`src/rtl/uart_irq_pkg.sv`:
```
// Shared constants for the UART interrupt controller.
// Assumes four interrupt causes in a fixed bit order.
package uart_irq_pkg;
    localparam int NSRC    = 4;
    localparam int SRC_RX  = 0;
    localparam int SRC_ERR = 1;
    localparam int SRC_TX  = 2;
    localparam int SRC_MDM = 3;

    // Threshold multiplier per channel, sized to each channel's FIFO depth
    function automatic int tx_level_mult(input int ch);
        case (ch)
            0:       return 32;
            1:       return 8;
            default: return 2;
        endcase
    endfunction
endpackage

```
`src/rtl/irq_tx_level.sv`:
```
// Transmit re-arm request: high while FIFOs are on and the transmit
// occupancy is at or below code * multiplier(CHANNEL).
// Assumes code and count are stable inputs sampled by the caller.
module irq_tx_level #(
    parameter int CHANNEL = 0,
    parameter int CODE_W  = 3,
    parameter int CNT_W   = 8
) (
    input  logic              fifo_en,
    input  logic [CODE_W-1:0] code,
    input  logic [CNT_W-1:0]  count,
    output logic              tx_req
);
    localparam int MULT  = uart_irq_pkg::tx_level_mult(CHANNEL);
    localparam int LVL_W = CODE_W + $clog2(MULT) + 1;
    localparam int CMP_W = ((LVL_W > CNT_W) ? LVL_W : CNT_W) + 1;

    logic [CMP_W-1:0] level;

    // Threshold scaling and comparison
    always_comb begin
        level  = CMP_W'(code) * CMP_W'(MULT);
        tx_req = fifo_en && (CMP_W'(count) <= level);
    end
endmodule

```
`src/rtl/irq_src_reg.sv`:
```
// Source register: bits are set by pulses and cleared by write-one-to-clear.
// A set always wins over a clear on the same bit in the same cycle.
module irq_src_reg #(
    parameter int NSRC = 4
) (
    input  logic            clk,
    input  logic            rst_n,
    input  logic [NSRC-1:0] set_vec,
    input  logic [NSRC-1:0] clr_vec,
    output logic [NSRC-1:0] src_q
);
    // Clear first, then apply sets so that sets take priority
    always_ff @(posedge clk) begin
        if (!rst_n) src_q <= '0;
        else        src_q <= (src_q & ~clr_vec) | set_vec;
    end
endmodule

```
`src/rtl/irq_out_stage.sv`:
```
// Pending mask-out and registered interrupt line.
// Assumes source and mask come straight from registers.
module irq_out_stage #(
    parameter int NSRC = 4
) (
    input  logic            clk,
    input  logic            rst_n,
    input  logic [NSRC-1:0] src_q,
    input  logic [NSRC-1:0] mask_q,
    output logic [NSRC-1:0] pend_q,
    output logic            irq
);
    // Pending is sources with masked bits removed
    always_comb pend_q = src_q & ~mask_q;

    // Interrupt line registered to break the path to the interrupt fabric
    always_ff @(posedge clk) begin
        if (!rst_n) irq <= 1'b0;
        else        irq <= |pend_q;
    end
endmodule

```
`src/rtl/uart_irq_ctrl.sv`:
```
// UART interrupt controller top: source/mask registers, transmit re-arm,
// pending value and a registered level interrupt.
// Assumes one write strobe set shares wr_data; strobes may coincide.
module uart_irq_ctrl #(
    parameter int CHANNEL = 0,
    parameter int CODE_W  = 3,
    parameter int CNT_W   = 8
) (
    input  logic              clk,
    input  logic              rst_n,
    input  logic [3:0]        src_set,
    input  logic              fifo_en,
    input  logic [CODE_W-1:0] tx_code,
    input  logic [CNT_W-1:0]  tx_count,
    input  logic              pend_wr,
    input  logic              src_wr,
    input  logic              mask_wr,
    input  logic [3:0]        wr_data,
    output logic [3:0]        src_q,
    output logic [3:0]        mask_q,
    output logic [3:0]        pend_q,
    output logic              irq
);
    import uart_irq_pkg::*;

    logic            tx_req;
    logic [NSRC-1:0] set_vec;
    logic [NSRC-1:0] clr_vec;

    irq_tx_level #(.CHANNEL(CHANNEL), .CODE_W(CODE_W), .CNT_W(CNT_W)) u_lvl (
        .fifo_en (fifo_en),
        .code    (tx_code),
        .count   (tx_count),
        .tx_req  (tx_req)
    );

    // Merge external pulses with the transmit re-arm on its own bit
    for (genvar i = 0; i < NSRC; i++) begin : g_set
        if (i == SRC_TX) begin : g_tx
            assign set_vec[i] = src_set[i] | tx_req;
        end else begin : g_plain
            assign set_vec[i] = src_set[i];
        end
    end

    // Either clear port removes the written bits from the sources
    always_comb clr_vec = (pend_wr || src_wr) ? wr_data : '0;

    irq_src_reg #(.NSRC(NSRC)) u_src (
        .clk     (clk),
        .rst_n   (rst_n),
        .set_vec (set_vec),
        .clr_vec (clr_vec),
        .src_q   (src_q)
    );

    // Mask register loaded by software
    always_ff @(posedge clk) begin
        if (!rst_n)       mask_q <= '0;
        else if (mask_wr) mask_q <= wr_data;
    end

    irq_out_stage #(.NSRC(NSRC)) u_out (
        .clk    (clk),
        .rst_n  (rst_n),
        .src_q  (src_q),
        .mask_q (mask_q),
        .pend_q (pend_q),
        .irq    (irq)
    );
endmodule

```
`config.mk`:
```
export PLATFORM = sky130hd
export DESIGN_NAME = uart_irq_ctrl
export DESIGN_NICKNAME = d
export VERILOG_FILES = /design/src/rtl/uart_irq_pkg.sv /design/src/rtl/irq_tx_level.sv /design/src/rtl/irq_src_reg.sv /design/src/rtl/irq_out_stage.sv /design/src/rtl/uart_irq_ctrl.sv
export SDC_FILE = /design/constraint.sdc
export NUM_CORES = 1
export LEC_CHECK = 0
export ABC_AREA = 0
export BUFFER_PORTS_ARGS = -buffer_cell sky130_fd_sc_hd__buf_2
export CORE_MARGIN = 2
export CORE_UTILIZATION = 30
export CTS_CLUSTER_SIZE = 28
export DETAILED_ROUTE_END_ITERATION = 6
export PLACE_DENSITY = 0.76
export SYNTH_ARGS = -nofsm -noshare
export SYNTH_HDL_FRONTEND = slang
export SYNTH_SLANG_ARGS = --single-unit
```
`constraint.sdc`:
```
create_clock -name clk -period 2.4 [get_ports clk]
set_input_delay 0.24 -clock clk [delete_from_list [all_inputs] [get_ports clk]]
set_output_delay 0.24 -clock clk [all_outputs]
set_load 0.1 [all_outputs]
```
==> results of run 1 <==
-- layer usage --
layer / track usage, % / wire length, um / vias to the layer above
li1: - / - / 252
met5: 0 / 0 / -
met2: 22.5 / 536 / 28
met1: 15.6 / 433 / 200
met4: 9.38 / 6 / 0
met3: 6.03 / 119 / 2
-- power by group --
group | internal [mW] | total [mW] | switching (mW) | leakage (nW)
clock | 0.0615 | 0.116 | 0.0547 | 0.0177
combinational | 0.0442 | 0.197 | 0.153 | 0.278
sequential | 0.161 | 0.168 | 0.00719 | 0.0750
total | 0.266 | 0.481 | 0.214 | 0.371
-- logic make-up (layout without fill, tap and decap cells) --
group,Yosys count,count (layout),share of synthesized area [%]
AOI/OAI and AO/OA,11,11,13.5
adders and majority gates,3,3,8.60
buffers and inverters,5,45,4.58
DFF,9,9,41.3
muxes,4,4,9.17
and+or+nand+nor,17,17,22.9
-- stage by stage --
stage	cells	hold slack [ps]	cell area (um2)
after global placement	100	449	646
after detailed placement	100	456	646
after floorplan	49	357	447
final	104	188	673
after CTS	104	173	673
after global routing	104	211	673
-- synth_stat cells --
library cell | count | area (um2)
and4bb_2 | 1 | 12.5
inv_1 | 3 | 11.3
ha_1 | 3 | 37.5
nor2_1 | 8 | 30.0
nor4b_2 | 1 | 15.0
clkbuf_2 | 1 | 5.00
mux2i_1 | 4 | 40.0
a22oi_1 | 1 | 7.51
dfxtp_1 | 9 | 180
nor4_1 | 1 | 6.26
a21oi_1 | 5 | 25.0
nor2b_1 | 4 | 25.0
o21ai_0 | 4 | 20.0
nand3b_1 | 1 | 7.51
o22ai_1 | 1 | 6.26
nand2_1 | 1 | 3.75
clkinv_1 | 1 | 3.75
-- final cells by class --
class | count | area (um2) | area share, %
inverter | 4 | 15.0 | 2.23
tap | 15 | 18.8 | 2.79
clock buffer | 3 | 22.5 | 3.35
clock inverter | 1 | 5.00 | 0.743
sequential | 9 | 180 | 26.8
timing repair buffer | 37 | 185 | 27.5
multi-input combinational | 35 | 246 | 36.6
-- sequential cells by signal, indices dropped and copies added (netlist names) --
signal	count
u_src.src_q	4
u_out.irq	1
mask_q	4
-- critical path, stage by stage, from the launching register on --
cell     delay, ps
dfxtp_1        360
nor2b_2        180
buf_2          440
-- worst paths after layout --
| check | endpoint | cells after the start |
|---|---|---|
| hold / removal | u_src.src_q[0]$_SDFF_PN0_ | 3 |
| setup reg to reg | u_out.irq$_SDFF_PN0_ | 3 |
| hold reg to reg | u_src.src_q[0]$_SDFF_PN0_ | 2 |
| setup / recovery | pend_q[2] | 2 |
==> out/results.ini, run 1 <==
[status]
status = finished, final reports clean

[hold_path]
hold_class = input port to flip-flop
hp-start = src_set[0]

[grt]
grt_pass1_vias = 442
antenna_found_initial = 0
grt_util_all_layers_pct = 14.3
grt_max_degree = 10
grt_pass1_wl_um = 1850
grt.overflow.total = 0

[power]
vdd_drop_max_uv = 259
leakage_nw = 0.371
cellPowerDensity_nw_per_um2 = 714
finalPower_mw = 0.481

[timing]
finalSetupViolCount = 0
max_freq_ghz = 0.681
hold_violations = 0
rsz0062_at_grt = false
min_period_ps = 1470
drv_slew = 0
tightest_slew_ps = 487
timing.final.ws_setup_ps = 931
fin_crit_sh_pct = 61.2
fin_skew_ps = 0.900
fin_setup_tns_ps = 0
max_slew_margin_pct = 67.7

[worst_setup_path]
path_class = flip-flop to output port
start_kind = flip-flop
crit_path_start = u_src.src_q[2]$_SDFF_PN0_
crit_required_ps = 2160
path_max_fanout = 3
endpoint_kind = output port
crit_arrival_ps = 1230
reg2reg_from = u_src.src_q[0]$_SDFF_PN0_
r2r_slack_ps = 1470

[route]
drtPass1Iterations = 2
drc = 0
dr.first_iter.drc_count = 1
viasPerCell = 4.63
ant_nets = 0
wl_per_cell_um = 10.5
wirelength_um = 1100
via_count = 482

[placement]
dp_hpwl_um = 913
gp_congestion = 0.752
io_buffers = 37
detailedPlace.worstSlack_ps = 1130

[cells_and_area]
n_fill_cell = 145
area_growth_pct = 54.2
nets = 118
final_util_pct = 50.5
antenna_cells = 0
final_common_cell = buf_2
mostFrequentLayoutCells = buf_2 (37), dfxtp_1 (9), nor2_1 (8)
drive_above_1_share_pct = 52.8

[die]
ios = 38
die_height_um = 42.2
die_w_um = 42.2
coreArea_um2 = 1330
rows = 13
dieArea_um2 = 1780
start_util_pct = 32.7

[logic_synthesis]
ys_ff_latch = 9
yosysUniqueCellTypes = 17
syn-num-nets = 77
yosys_warnings = 0
netlist_area_um2 = 437
syn_inst = 49
ys_seq_area_share_pct = 41.3
avgSynthCellArea_um2 = 8.91

[clocking]
cts_htree_levels = 1
postCtsSetupBuffers = 0
cts_buffers = 3
clkSlewWorstSetupHoldPaths_ps = 60
cts_tree = yes
insertion_delay_ps = 260
cts_hold_buf = 0
post_cts_resized = 0
clock-sinks = 9
clockRootBuffer = clkbuf_4
clock_path_buffers = 2

[flow_run]
max-cap-violations = 0

Power figures use the tool's default switching activity.
==> run 2, diff against run 1 <==
--- a/config.mk
+++ b/config.mk
@@ -11,7 +11,7 @@
 export CORE_UTILIZATION = 30
 export CTS_CLUSTER_SIZE = 28
 export DETAILED_ROUTE_END_ITERATION = 6
-export PLACE_DENSITY = 0.76
+export PLACE_DENSITY = 0.78
 export SYNTH_ARGS = -nofsm -noshare
 export SYNTH_HDL_FRONTEND = slang
 export SYNTH_SLANG_ARGS = --single-unit
==> constraint.sdc (replaced) <==
create_clock -name clk -period 1.2 [get_ports clk]
set_input_delay 0.12 -clock clk [delete_from_list [all_inputs] [get_ports clk]]
set_output_delay 0.12 -clock clk [all_outputs]
set_load 0.1 [all_outputs]
==> out/results.ini, run 2 (synthesis gave the netlist of run 1 again) <==
[cells_and_area]
reg_top3 = mask_q (4), u_src.src_q (4), u_out.irq (1)  ; unchanged
n_fill_cell = 118  ; was 145
final_area_um2 = 832  ; was 673 um2
drive_above_1_share_pct = 60.7  ; was 52.8%
area_growth_pct = 90.5  ; was 54.2%
antenna_cells = 0  ; unchanged
fin_cells = 104  ; unchanged
nets = 118  ; unchanged
mostFrequentLayoutCells = buf_2 (29), nor2_1 (8), buf_12 (8)  ; was buf_2 (37), dfxtp_1 (9), nor2_1 (8)
final_common_cell = buf_2  ; unchanged

[timing]
whs_ps = 68.4  ; was 188 ps
hold_violations = 0  ; unchanged
timing.final.ws_setup_ps = 58.1  ; was 931 ps
finalSetupViolCount = 0  ; unchanged
fin_skew_ps = 1.46  ; was 0.900 ps
max_freq_ghz = 0.876
rsz0062_at_grt = false  ; unchanged
min_period_ps = 1140
fin_setup_tns_ps = 0  ; unchanged
drv_slew = 0  ; unchanged
max_slew_margin_pct = 67.7  ; about the same
fin_crit_sh_pct = 95.2
tightest_slew_ps = 489  ; was 487 ps

[power]
vdd_drop_max_uv = 466  ; was 259 uV
leakage_nw = 0.414  ; was 0.371 nW
clkPwrFrac_pct = 21.8  ; was 24.2%
sequentialPowerShare_pct = 33.1  ; was 34.9%
cellPowerDensity_nw_per_um2 = 1250  ; was 714 nW/um2
p_int_mw = 0.605  ; was 0.266 mW
p_switching_mw = 0.434  ; was 0.214 mW
combPwrFrac_pct = 45.2  ; was 40.9%
switching_share_pct = 41.8  ; was 44.6%

[worst_setup_path]
crit_chain = buf_2  ; was nor2b_2 -> buf_2
endpoint_kind = output port  ; unchanged
crit_path_start = u_src.src_q[2]$_SDFF_PN0_  ; unchanged
cp_top_family = buffers and inverters  ; unchanged
crit_buf_inv = 1  ; unchanged
cpMaxStageDelayCell = buf_2  ; unchanged
reg2reg_depth = 3  ; unchanged
crit_required_ps = 1080  ; was 2160 ps
r2r_slack_ps = 280  ; was 1470 ps
crit_arrival_ps = 1020  ; was 1230 ps
reg2reg_from = u_src.src_q[0]$_SDFF_PN0_  ; unchanged
worst-path-stages = 1  ; was 2
crit_end = src_q[2]  ; was pend_q[2]
r2r_end = u_out.irq$_SDFF_PN0_  ; unchanged
path_class = flip-flop to output port  ; unchanged
start_kind = flip-flop  ; unchanged
path_max_fanout = 3  ; unchanged
cpPeakStageDelay_ps = 420  ; was 440 ps

[grt]
grt_pass1_wl_um = 1900  ; was 1850 um
grt_max_degree = 10  ; unchanged
grt_pass1_vias = 462  ; was 442
grt_util_all_layers_pct = 14.4  ; was 14.3%
antenna_found_initial = 0  ; unchanged
grt.overflow.total = 0  ; unchanged

[clocking]
post_cts_resized = 0  ; unchanged
cts_buffers = 3  ; unchanged
cts_htree_levels = 1  ; unchanged
cts_hold_buf = 0  ; unchanged
postCtsSetupBuffers = 0  ; unchanged
clkSlewWorstSetupHoldPaths_ps = 60  ; about the same
clockRootBuffer = clkbuf_4  ; unchanged
clock_path_buffers = 2  ; unchanged
clock-sinks = 9  ; unchanged
cts_tree = yes  ; unchanged
insertion_delay_ps = 250  ; was 260 ps

[route]
dr.first_iter.drc_count = 6  ; was 1
via_count = 498  ; was 482
drc = 0  ; unchanged
drtPass1Iterations = 4  ; was 2
wl_per_cell_um = 11.0  ; was 10.5 um
ant_nets = 0  ; unchanged
wirelength_um = 1140  ; was 1100 um
viasPerCell = 4.79  ; was 4.63

[flow_run]
max-cap-violations = 0  ; unchanged

[placement]
io_buffers = 37  ; unchanged
dp_hpwl_um = 990  ; was 913 um
dp.cells = 100  ; unchanged
gp_congestion = 0.797  ; was 0.752
detailedPlace.worstSlack_ps = 27.4  ; was 1130 ps
place_area_um2 = 806  ; was 646 um2

[die]
dieArea_um2 = 1780  ; unchanged
die_height_um = 42.2  ; unchanged
ios = 38  ; unchanged
die_w_um = 42.2  ; unchanged
start_util_pct = 32.7  ; unchanged
coreArea_um2 = 1330  ; unchanged
rows = 13  ; unchanged

[hold_path]
hold_class = input port to flip-flop  ; unchanged

[status]
status = finished, final reports clean  ; unchanged

## run 2: changes by cell type in the layout (fill, tap and decap cells not counted)
cell      change
nor2b_4       +4
dfxtp_1       -8
buf_12        +8
nor2b_2       -4
buf_2         -8
dfxtp_2       +4
clkbuf_1      +1
dfxtp_4       +4
clkinv_2      -1
## run 2: per-layer routing
layer	routed length, um	global-route usage [%]
met1	431	15.7
met2	574	23.8
met3	126	4.74
met4	10	9.38
met5	0	0
## run 2: area by class of cell
| type | count | area, um2 | area share (%) |
|---|---|---|---|
| Inverter | 4 | 15.0 | 1.80 |
| Timing Repair Buffer | 37 | 305 | 36.7 |
| Tap cell | 15 | 18.8 | 2.26 |
| Multi-Input combinational cell | 35 | 267 | 32.0 |
| Sequential cell | 9 | 200 | 24.1 |
| Clock buffer | 4 | 26.3 | 3.16 |
## run 2: worst min-delay path by stage
stage | startpoint | end | slack, ps | cells past startpoint
6_report | src_set[1] | u_src.src_q[1]$_SDFF_PN0_ | 70 | 3
5_1_grt | fifo_en | u_src.src_q[2]$_SDFF_PN0_ | 90 | 3
4_1_cts | src_set[1] | u_src.src_q[1]$_SDFF_PN0_ | 60 | 3
3_5_place_dp | src_set[1] | u_src.src_q[1]$_SDFF_PN0_ | 330 | 3
3_3_place_gp | src_set[0] | u_src.src_q[0]$_SDFF_PN0_ | 330 | 3
2_1_floorplan | src_set[0] | u_src.src_q[0]$_SDFF_PN0_ | 240 | 2
## run 2: power by group through the flow
stage / Clock, mW / Sequential (mW) / Combinational [mW]
2_1_floorplan: 0 / 0.506 / 0.159
3_3_place_gp: 0 / 0.349 / 0.466
3_5_place_dp: 0 / 0.351 / 0.471
4_1_cts: 0.242 / 0.344 / 0.473
5_1_grt: 0.262 / 0.347 / 0.489
6_report: 0.226 / 0.344 / 0.469
## run 2: through the flow
stage / power, mW / utilization, %
floorplan: 0.665 / -
global placement: 0.815 / 60.4
detailed placement: 0.822 / 60.4
CTS: 1.06 / 62.4
global route: 1.10 / 62.4
finish: 1.04 / 62.4
